[src/rtl/spim_pkg.sv]
package spim_pkg;

  typedef struct packed {
    logic txflush;
    logic phase;
    logic polarity;
    logic master;
    logic enable;
    logic loopback;
  } spim_ctrl_t;

  localparam int CTRL_W = $bits(spim_ctrl_t);

  // An edge index is odd for a leading edge. Phase 0 samples on the leading
  // edge and phase 1 samples on the trailing edge.
  function automatic logic is_sample_edge(input logic edge_lsb, input logic phase);
    return edge_lsb ^ phase;
  endfunction

  // Index of the edge that carries the last data bit's sample.
  function automatic int last_sample_edge(input int data_w, input logic phase);
    return phase ? 2 * data_w : 2 * data_w - 1;
  endfunction

  function automatic int fifo_next_ptr(input int ptr, input int depth);
    return (ptr == depth - 1) ? 0 : ptr + 1;
  endfunction

endpackage

[src/rtl/spim_fifo.sv]
module spim_fifo #(
  parameter int W     = 8,
  parameter int DEPTH = 16,
  localparam int AW   = (DEPTH > 1) ? $clog2(DEPTH) : 1,
  localparam int CW   = $clog2(DEPTH + 1)
) (
  input  logic          clk,
  input  logic          rst_n,
  input  logic          flush,
  input  logic          push,
  input  logic [W-1:0]  din,
  input  logic          pop,
  output logic [W-1:0]  dout,
  output logic          empty,
  output logic          full,
  output logic [CW-1:0] count
);
  import spim_pkg::*;

  logic [W-1:0]  mem [DEPTH];
  logic [AW-1:0] wr_ptr, rd_ptr;
  logic          push_ok, pop_ok;

  assign empty   = (count == '0);
  assign full    = (count == CW'(DEPTH));
  assign push_ok = push && !full && !flush;
  assign pop_ok  = pop && !empty && !flush;
  assign dout    = mem[rd_ptr];

  always_ff @(posedge clk) begin
    if (push_ok) mem[wr_ptr] <= din;
  end

  always_ff @(posedge clk) begin
    if (!rst_n || flush) begin
      wr_ptr <= '0;
      rd_ptr <= '0;
      count  <= '0;
    end else begin
      if (push_ok) wr_ptr <= AW'(fifo_next_ptr(int'(wr_ptr), DEPTH));
      if (pop_ok)  rd_ptr <= AW'(fifo_next_ptr(int'(rd_ptr), DEPTH));
      case ({push_ok, pop_ok})
        2'b10:   count <= count + 1'b1;
        2'b01:   count <= count - 1'b1;
        default: count <= count;
      endcase
    end
  end
endmodule

[src/rtl/spim_ctrl_reg.sv]
module spim_ctrl_reg
  import spim_pkg::*;
(
  input  logic              clk,
  input  logic              rst_n,
  input  logic              wr,
  input  logic [CTRL_W-1:0] wdata,
  output spim_ctrl_t        ctrl,
  output logic [CTRL_W-1:0] rdata
);
  always_ff @(posedge clk) begin
    if (!rst_n) begin
      ctrl <= '0;
    end else if (wr) begin
      ctrl <= spim_ctrl_t'(wdata);
    end else begin
      ctrl.txflush <= 1'b0;
    end
  end

  assign rdata = CTRL_W'(ctrl);
endmodule

[src/rtl/spim_engine.sv]
module spim_engine #(
  parameter int DATA_W  = 8,
  parameter int CLK_DIV = 2,
  localparam int EW     = $clog2(2 * DATA_W + 2),
  localparam int DW     = $clog2(CLK_DIV + 1)
) (
  input  logic              clk,
  input  logic              rst_n,
  input  logic              run_ok,
  input  logic              polarity,
  input  logic              phase,
  input  logic              loopback,
  input  logic              tx_avail,
  input  logic [DATA_W-1:0] tx_byte,
  output logic              tx_pop,
  output logic              rx_push,
  output logic [DATA_W-1:0] rx_byte,
  output logic              busy,
  output logic              sck,
  output logic              mosi,
  input  logic              miso,
  output logic              ss_n
);
  import spim_pkg::*;

  localparam int LAST_EDGE = 2 * DATA_W;
  localparam int END_TICK  = 2 * DATA_W + 1;

  logic [DW-1:0]     div_cnt;
  logic [EW-1:0]     edge_cnt, edge_n;
  logic              sck_int, mosi_q, ser_in;
  logic [DATA_W-1:0] txs;
  logic [DATA_W-2:0] rxs;
  logic              start, tick, last_tick, sample_evt, shift_evt;

  assign start      = !busy && run_ok && tx_avail;
  assign tick       = busy && (div_cnt == DW'(CLK_DIV - 1));
  assign edge_n     = edge_cnt + 1'b1;
  assign last_tick  = tick && (edge_n == EW'(END_TICK));
  assign sample_evt = tick && !last_tick && is_sample_edge(edge_n[0], phase);
  assign shift_evt  = tick && (edge_n < EW'(LAST_EDGE)) && !is_sample_edge(edge_n[0], phase);
  assign ser_in     = loopback ? mosi_q : miso;
  assign rx_byte    = {rxs, ser_in};
  assign rx_push    = sample_evt && (edge_n == EW'(last_sample_edge(DATA_W, phase)));
  assign tx_pop     = start;

  always_ff @(posedge clk) begin
    if (!rst_n) begin
      busy     <= 1'b0;
      div_cnt  <= '0;
      edge_cnt <= '0;
      sck_int  <= 1'b0;
      mosi_q   <= 1'b0;
      txs      <= '0;
      rxs      <= '0;
    end else if (!busy) begin
      if (start) begin
        busy     <= 1'b1;
        div_cnt  <= '0;
        edge_cnt <= '0;
        sck_int  <= 1'b0;
        if (phase) begin
          txs    <= tx_byte;
          mosi_q <= 1'b0;
        end else begin
          txs    <= tx_byte << 1;
          mosi_q <= tx_byte[DATA_W-1];
        end
      end
    end else if (tick) begin
      div_cnt  <= '0;
      edge_cnt <= edge_n;
      if (last_tick) begin
        busy <= 1'b0;
      end else begin
        sck_int <= ~sck_int;
        if (sample_evt) rxs <= rx_byte[DATA_W-2:0];
        if (shift_evt) begin
          mosi_q <= txs[DATA_W-1];
          txs    <= txs << 1;
        end
      end
    end else begin
      div_cnt <= div_cnt + 1'b1;
    end
  end

  assign sck  = sck_int ^ polarity;
  assign mosi = mosi_q;
  assign ss_n = !(busy && !loopback);
endmodule

[src/rtl/spi_ctl_master.sv]
module spi_ctl_master #(
  parameter int DATA_W     = 8,
  parameter int FIFO_DEPTH = 16,
  parameter int CLK_DIV    = 2,
  localparam int CNT_W     = $clog2(FIFO_DEPTH + 1)
) (
  input  logic              clk,
  input  logic              rst_n,
  input  logic              ctrl_wr,
  input  logic [5:0]        ctrl_wdata,
  output logic [5:0]        ctrl_rdata,
  input  logic              tx_wr,
  input  logic [DATA_W-1:0] tx_data,
  input  logic              rx_rd,
  output logic [DATA_W-1:0] rx_data,
  output logic              sck,
  output logic              mosi,
  input  logic              miso,
  output logic              ss_n
);
  import spim_pkg::*;

  spim_ctrl_t        ctrl;
  logic              tx_empty, tx_full, rx_empty, rx_full;
  logic [CNT_W-1:0]  tx_count, rx_count;
  logic [DATA_W-1:0] tx_head, rx_head, rx_byte;
  logic              xfer_start, rx_push, eng_busy, run_ok, tx_avail;

  spim_ctrl_reg u_ctrl (
    .clk   (clk),
    .rst_n (rst_n),
    .wr    (ctrl_wr),
    .wdata (ctrl_wdata),
    .ctrl  (ctrl),
    .rdata (ctrl_rdata)
  );

  spim_fifo #(.W(DATA_W), .DEPTH(FIFO_DEPTH)) u_txq (
    .clk   (clk),
    .rst_n (rst_n),
    .flush (ctrl.txflush),
    .push  (tx_wr),
    .din   (tx_data),
    .pop   (xfer_start),
    .dout  (tx_head),
    .empty (tx_empty),
    .full  (tx_full),
    .count (tx_count)
  );

  spim_fifo #(.W(DATA_W), .DEPTH(FIFO_DEPTH)) u_rxq (
    .clk   (clk),
    .rst_n (rst_n),
    .flush (1'b0),
    .push  (rx_push),
    .din   (rx_byte),
    .pop   (rx_rd),
    .dout  (rx_head),
    .empty (rx_empty),
    .full  (rx_full),
    .count (rx_count)
  );

  assign run_ok   = ctrl.enable && ctrl.master;
  assign tx_avail = !tx_empty && !ctrl.txflush;

  spim_engine #(.DATA_W(DATA_W), .CLK_DIV(CLK_DIV)) u_eng (
    .clk      (clk),
    .rst_n    (rst_n),
    .run_ok   (run_ok),
    .polarity (ctrl.polarity),
    .phase    (ctrl.phase),
    .loopback (ctrl.loopback),
    .tx_avail (tx_avail),
    .tx_byte  (tx_head),
    .tx_pop   (xfer_start),
    .rx_push  (rx_push),
    .rx_byte  (rx_byte),
    .busy     (eng_busy),
    .sck      (sck),
    .mosi     (mosi),
    .miso     (miso),
    .ss_n     (ss_n)
  );

  assign rx_data = rx_empty ? '0 : rx_head;
endmodule

[config.mk]
export PLATFORM = sky130hd
export DESIGN_NAME = spi_ctl_master
export DESIGN_NICKNAME = d
export VERILOG_FILES = /design/src/rtl/spim_pkg.sv /design/src/rtl/spim_fifo.sv /design/src/rtl/spim_ctrl_reg.sv /design/src/rtl/spim_engine.sv /design/src/rtl/spi_ctl_master.sv
export SDC_FILE = /design/constraint.sdc
export NUM_CORES = 1
export LEC_CHECK = 0
export ABC_AREA = 1
export BUFFER_PORTS_ARGS = -buffer_cell sky130_fd_sc_hd__buf_2
export CORE_ASPECT_RATIO = 0.8
export CORE_UTILIZATION = 62
export DETAILED_ROUTE_END_ITERATION = 12
export PLACE_DENSITY = 0.79
export SLEW_MARGIN = 15
export SYNTH_ARGS = -nofsm -noshare
export SYNTH_HDL_FRONTEND = slang
export SYNTH_SLANG_ARGS = --single-unit
[constraint.sdc]
create_clock -name clk -period 4.2 [get_ports clk]
set_input_delay 0.21 -clock clk [delete_from_list [all_inputs] [get_ports clk]]
set_output_delay 0.21 -clock clk [all_outputs]
set_load 0.01 [all_outputs]
==> impl_metrics.yaml <==
placed_design:
  hpwlAfterDp_um: 18800
  postPlaceCellArea_sq_um: 13800
  portBuffers: 36
  gp_congestion: 0.8639
pwr:
  pwr-share-seq_pct: 47.8
  cellLeakagePower_nw: 5.611
  pwr_density_cell_nw_per_um2: 497.6
  clock_power_share_pct: 35.8
  ir_drop_mv: 0.3072
  swShare_pct: 27.23
  power_frac_comb_pct: 16.4
  internal-power_mw: 5.381
  power_switching_mw: 2.013
setup_path:
  r2r-end: "u_rxq.count[4]"
  rr_startpoint: "u_eng.edge_cnt[0]"
  cp.required_ns: 3.99
  critPathLaunchType: "register"
  r2r_cells: 22
  critPathKind: "register to output pin"
  critPathMaxFanout: 33
  arrival_ns: 2.95
  cp-end-kind: "output pin"
  reg2reg_slack_ns: 1.10
outcome:
  status: "finished clean"
logic_synthesis:
  ys_warn_count: 0
  yosys_most_used_dff: "edfxtp_1"
  ys_async_sr_fraction_pct: 0
  synth.largest_area_cell: "edfxtp_1"
  synth_common_cells: "edfxtp_1 (256), nor2_1 (250), nand2_1 (139)"
  synthMuxAreaShare_pct: 0
  seq_area_frac_synth_pct: 66.51
  synth_top_area_share_pct: 56.88
  synth.avg_cell_area_sq_um: 10.79
  synth_cell_types: 38
  ys_ff_latch: 321
  yosys.area_share.simple_pct: 15.86
  synthCells: 1253
  yosysMostFrequentCell: "edfxtp_1"
  yosys.area_share.xor_xnor_pct: 0.6480
  synth_area_sq_um: 13520
  synth_nets: 1293
  synth_fa_ha_area_share_pct: 1.907
  synth-edff-count: 256
  synth_top_family_by_area: "simple AND/OR/NAND/NOR gates"
  synth_compound_area_share_pct: 10.35
  synth_area_leaders: "edfxtp_1 (57%), dfxtp_1 (9.6%), nor2_1 (6.9%)"
grt:
  antenna_found_initial: 0
  gr-total-overflow: 0
  grt_pass1_vias: 9110
  grtUsageTotal_pct: 28.18
  grt_max_degree: 85
  grt_pass1_wl_um: 48720
floorplan:
  die-area_sq_um: 22400
  fp.dieH_um: 134.1
  row_count: 47
  io_pins: 37
  die_w_um: 167.1
  core_region_area_sq_um: 21050
  start_util_pct: 64.20
cts:
  root_buffer: "clkbuf_16"
  cts_made_buffers: 30
  cts_sinks: 321
  postCtsResizedCells: 0
  cts_max_level: 1
  cts_tree: "yes"
  post_cts_buffers: 0
  holdBufCountCts: 10
  clock_path_buffers: 3
  clkTransAtPathRegs_ns: 0.06
  insertion_delay_ns: 0.55
sta:
  hold_viol_final: 0
  setup_viol: 0
  period_minus_slack_ns: 3.158
  fmax_ghz: 0.3167
  rsz0062_at_grt: "no"
  finalClockSkew_ns: 0.009924
  max_slew.worst_pin.slew_ns: 0.9949
  maxSlewViolCount: 0
  timing.max_slew.rel_slack_pct: 33.57
  fin_crit_sh_pct: 75.19
  setup_tns_ns: 0
finish:
  nFillCells: 1441
  final_area_sq_um: 14860
  diodes: 0
  syn_to_final_growth_pct: 9.943
  drive_gt1_share_pct: 8.909
  final_nets: 1322
worst_hold_path:
  hp-class: "input port to register"
  hold_depth: 4
  hold_path.startpoint: "rx_rd"
  holdPathEnd: "u_rxq.rd_ptr[0]"
detailed_routing:
  post-route-drc-count: 0
  wl_um: 30920
  drt-wirelength-per-cell_um: 19.68
  drt-pass1-iter-count: 7
  first_iter_violations: 1319
  num_vias: 9536
  avgViaCountPerCell: 6.070
  ant_nets: 0
flow_run:
  drv_cap: 0
## worst max-delay path, stage by stage (launching register included)
cell,delay [ns]
dfxtp_1,0.30
buf_4,0.22
inv_1,0.71
o21ai_0,0.29
o221ai_1,0.37
nand3_1,0.11
a21oi_1,0.20
buf_2,0.16
## power by group through the flow
stage,registers (mW),logic [mW],clock network [mW]
after CTS,3.53,1.20,2.65
after global routing,3.54,1.35,2.76
after detailed placement,3.60,1.18,0
after global placement,3.60,1.14,0
final,3.53,1.21,2.65
after floorplan,3.59,0.814,0
## routing by layer
| metal | vias to the layer above | wire [um] | global-route usage [%] |
|---|---|---|---|
| li1 | 4413 | - | - |
| met1 | 4534 | 13240 | 42.66 |
| met2 | 537 | 13830 | 42.82 |
| met3 | 52 | 3230 | 4.485 |
| met4 | 0 | 611 | 7.407 |
| met5 | - | 0 | 0 |
## sequential cells by signal, indices dropped and copies added (netlist names), 5 cells and up, named ones only
register,count
u_rxq.mem,128
u_rxq.count,5
u_ctrl.ctrl,6
u_eng.rxs,7
u_eng.txs,8
u_txq.mem,128
u_txq.count,5
u_eng.edge_cnt,5
## how the worst max path moves through the flow
stage | from | endpoint | slack [ns] | depth (start not counted)
3_3_place_gp | u_eng.edge_cnt[0] | u_rxq.count[4] | 1.31 | 22
2_1_floorplan | u_eng.edge_cnt[0] | u_rxq.count[4] | 1.50 | 22
3_5_place_dp | u_eng.edge_cnt[0] | u_rxq.count[4] | 1.16 | 22
4_1_cts | register | rx_data[3] | 1.05 | 7
5_1_grt | u_eng.edge_cnt[0] | u_rxq.count[4] | 0.70 | 22
6_report | register | rx_data[3] | 1.04 | 7
## layout make-up
class | count | area [sq um] | area share (%)
sequential | 321 | 8991 | 60.51
multi-input combinational | 781 | 3887 | 26.16
clock buffer | 43 | 892.1 | 6.004
inverter | 96 | 360.3 | 2.425
tap | 269 | 336.6 | 2.265
timing repair buffer | 52 | 325.3 | 2.189
clock inverter | 9 | 66.31 | 0.4463
## cell families after synthesis
logic type	after synthesis
adder cells (fa/ha/maj)	20
buffers and inverters	151
flip-flops	321
AND/OR/NAND/NOR	509
AO/OA/AOI/OAI	242
XOR/XNOR	10
## per-stage QoR
step	hold WS [ns]	worst slack [ns]	utilization [%]	instances	power [mW]
2_1_floorplan	0.3089	1.500	-	1253	4.400
3_3_place_gp	0.4290	1.305	65.55	1509	4.740
3_5_place_dp	0.4301	1.162	65.55	1509	4.779
4_1_cts	0.05498	1.050	70.58	1571	7.375
5_1_grt	0.07860	0.7043	70.58	1571	7.640
6_report	0.06498	1.042	70.58	1571	7.394
## placed cells by master (no fill, tap or decap), types with 6 or more instances in the layout
| cell | instances |
|---|---|
| a211oi_1 | 6 |
| a21oi_1 | 40 |
| buf_2 | 36 |
| buf_4 | 6 |
| clkbuf_1 | 6 |
| clkbuf_16 | 32 |
| dfxtp_1 | 63 |
| dlygate4sd3_1 | 10 |
| edfxtp_1 | 256 |
| ha_1 | 19 |
| inv_1 | 87 |
| inv_2 | 7 |
| nand2_1 | 139 |
| nand2_2 | 8 |
| nand3_1 | 89 |
| nor2_1 | 250 |
| nor3_1 | 6 |
| o211ai_1 | 21 |
| o21ai_0 | 118 |
| o21ai_1 | 22 |
| o221ai_1 | 28 |
No activity file was read; power rests on OpenSTA's default activity.
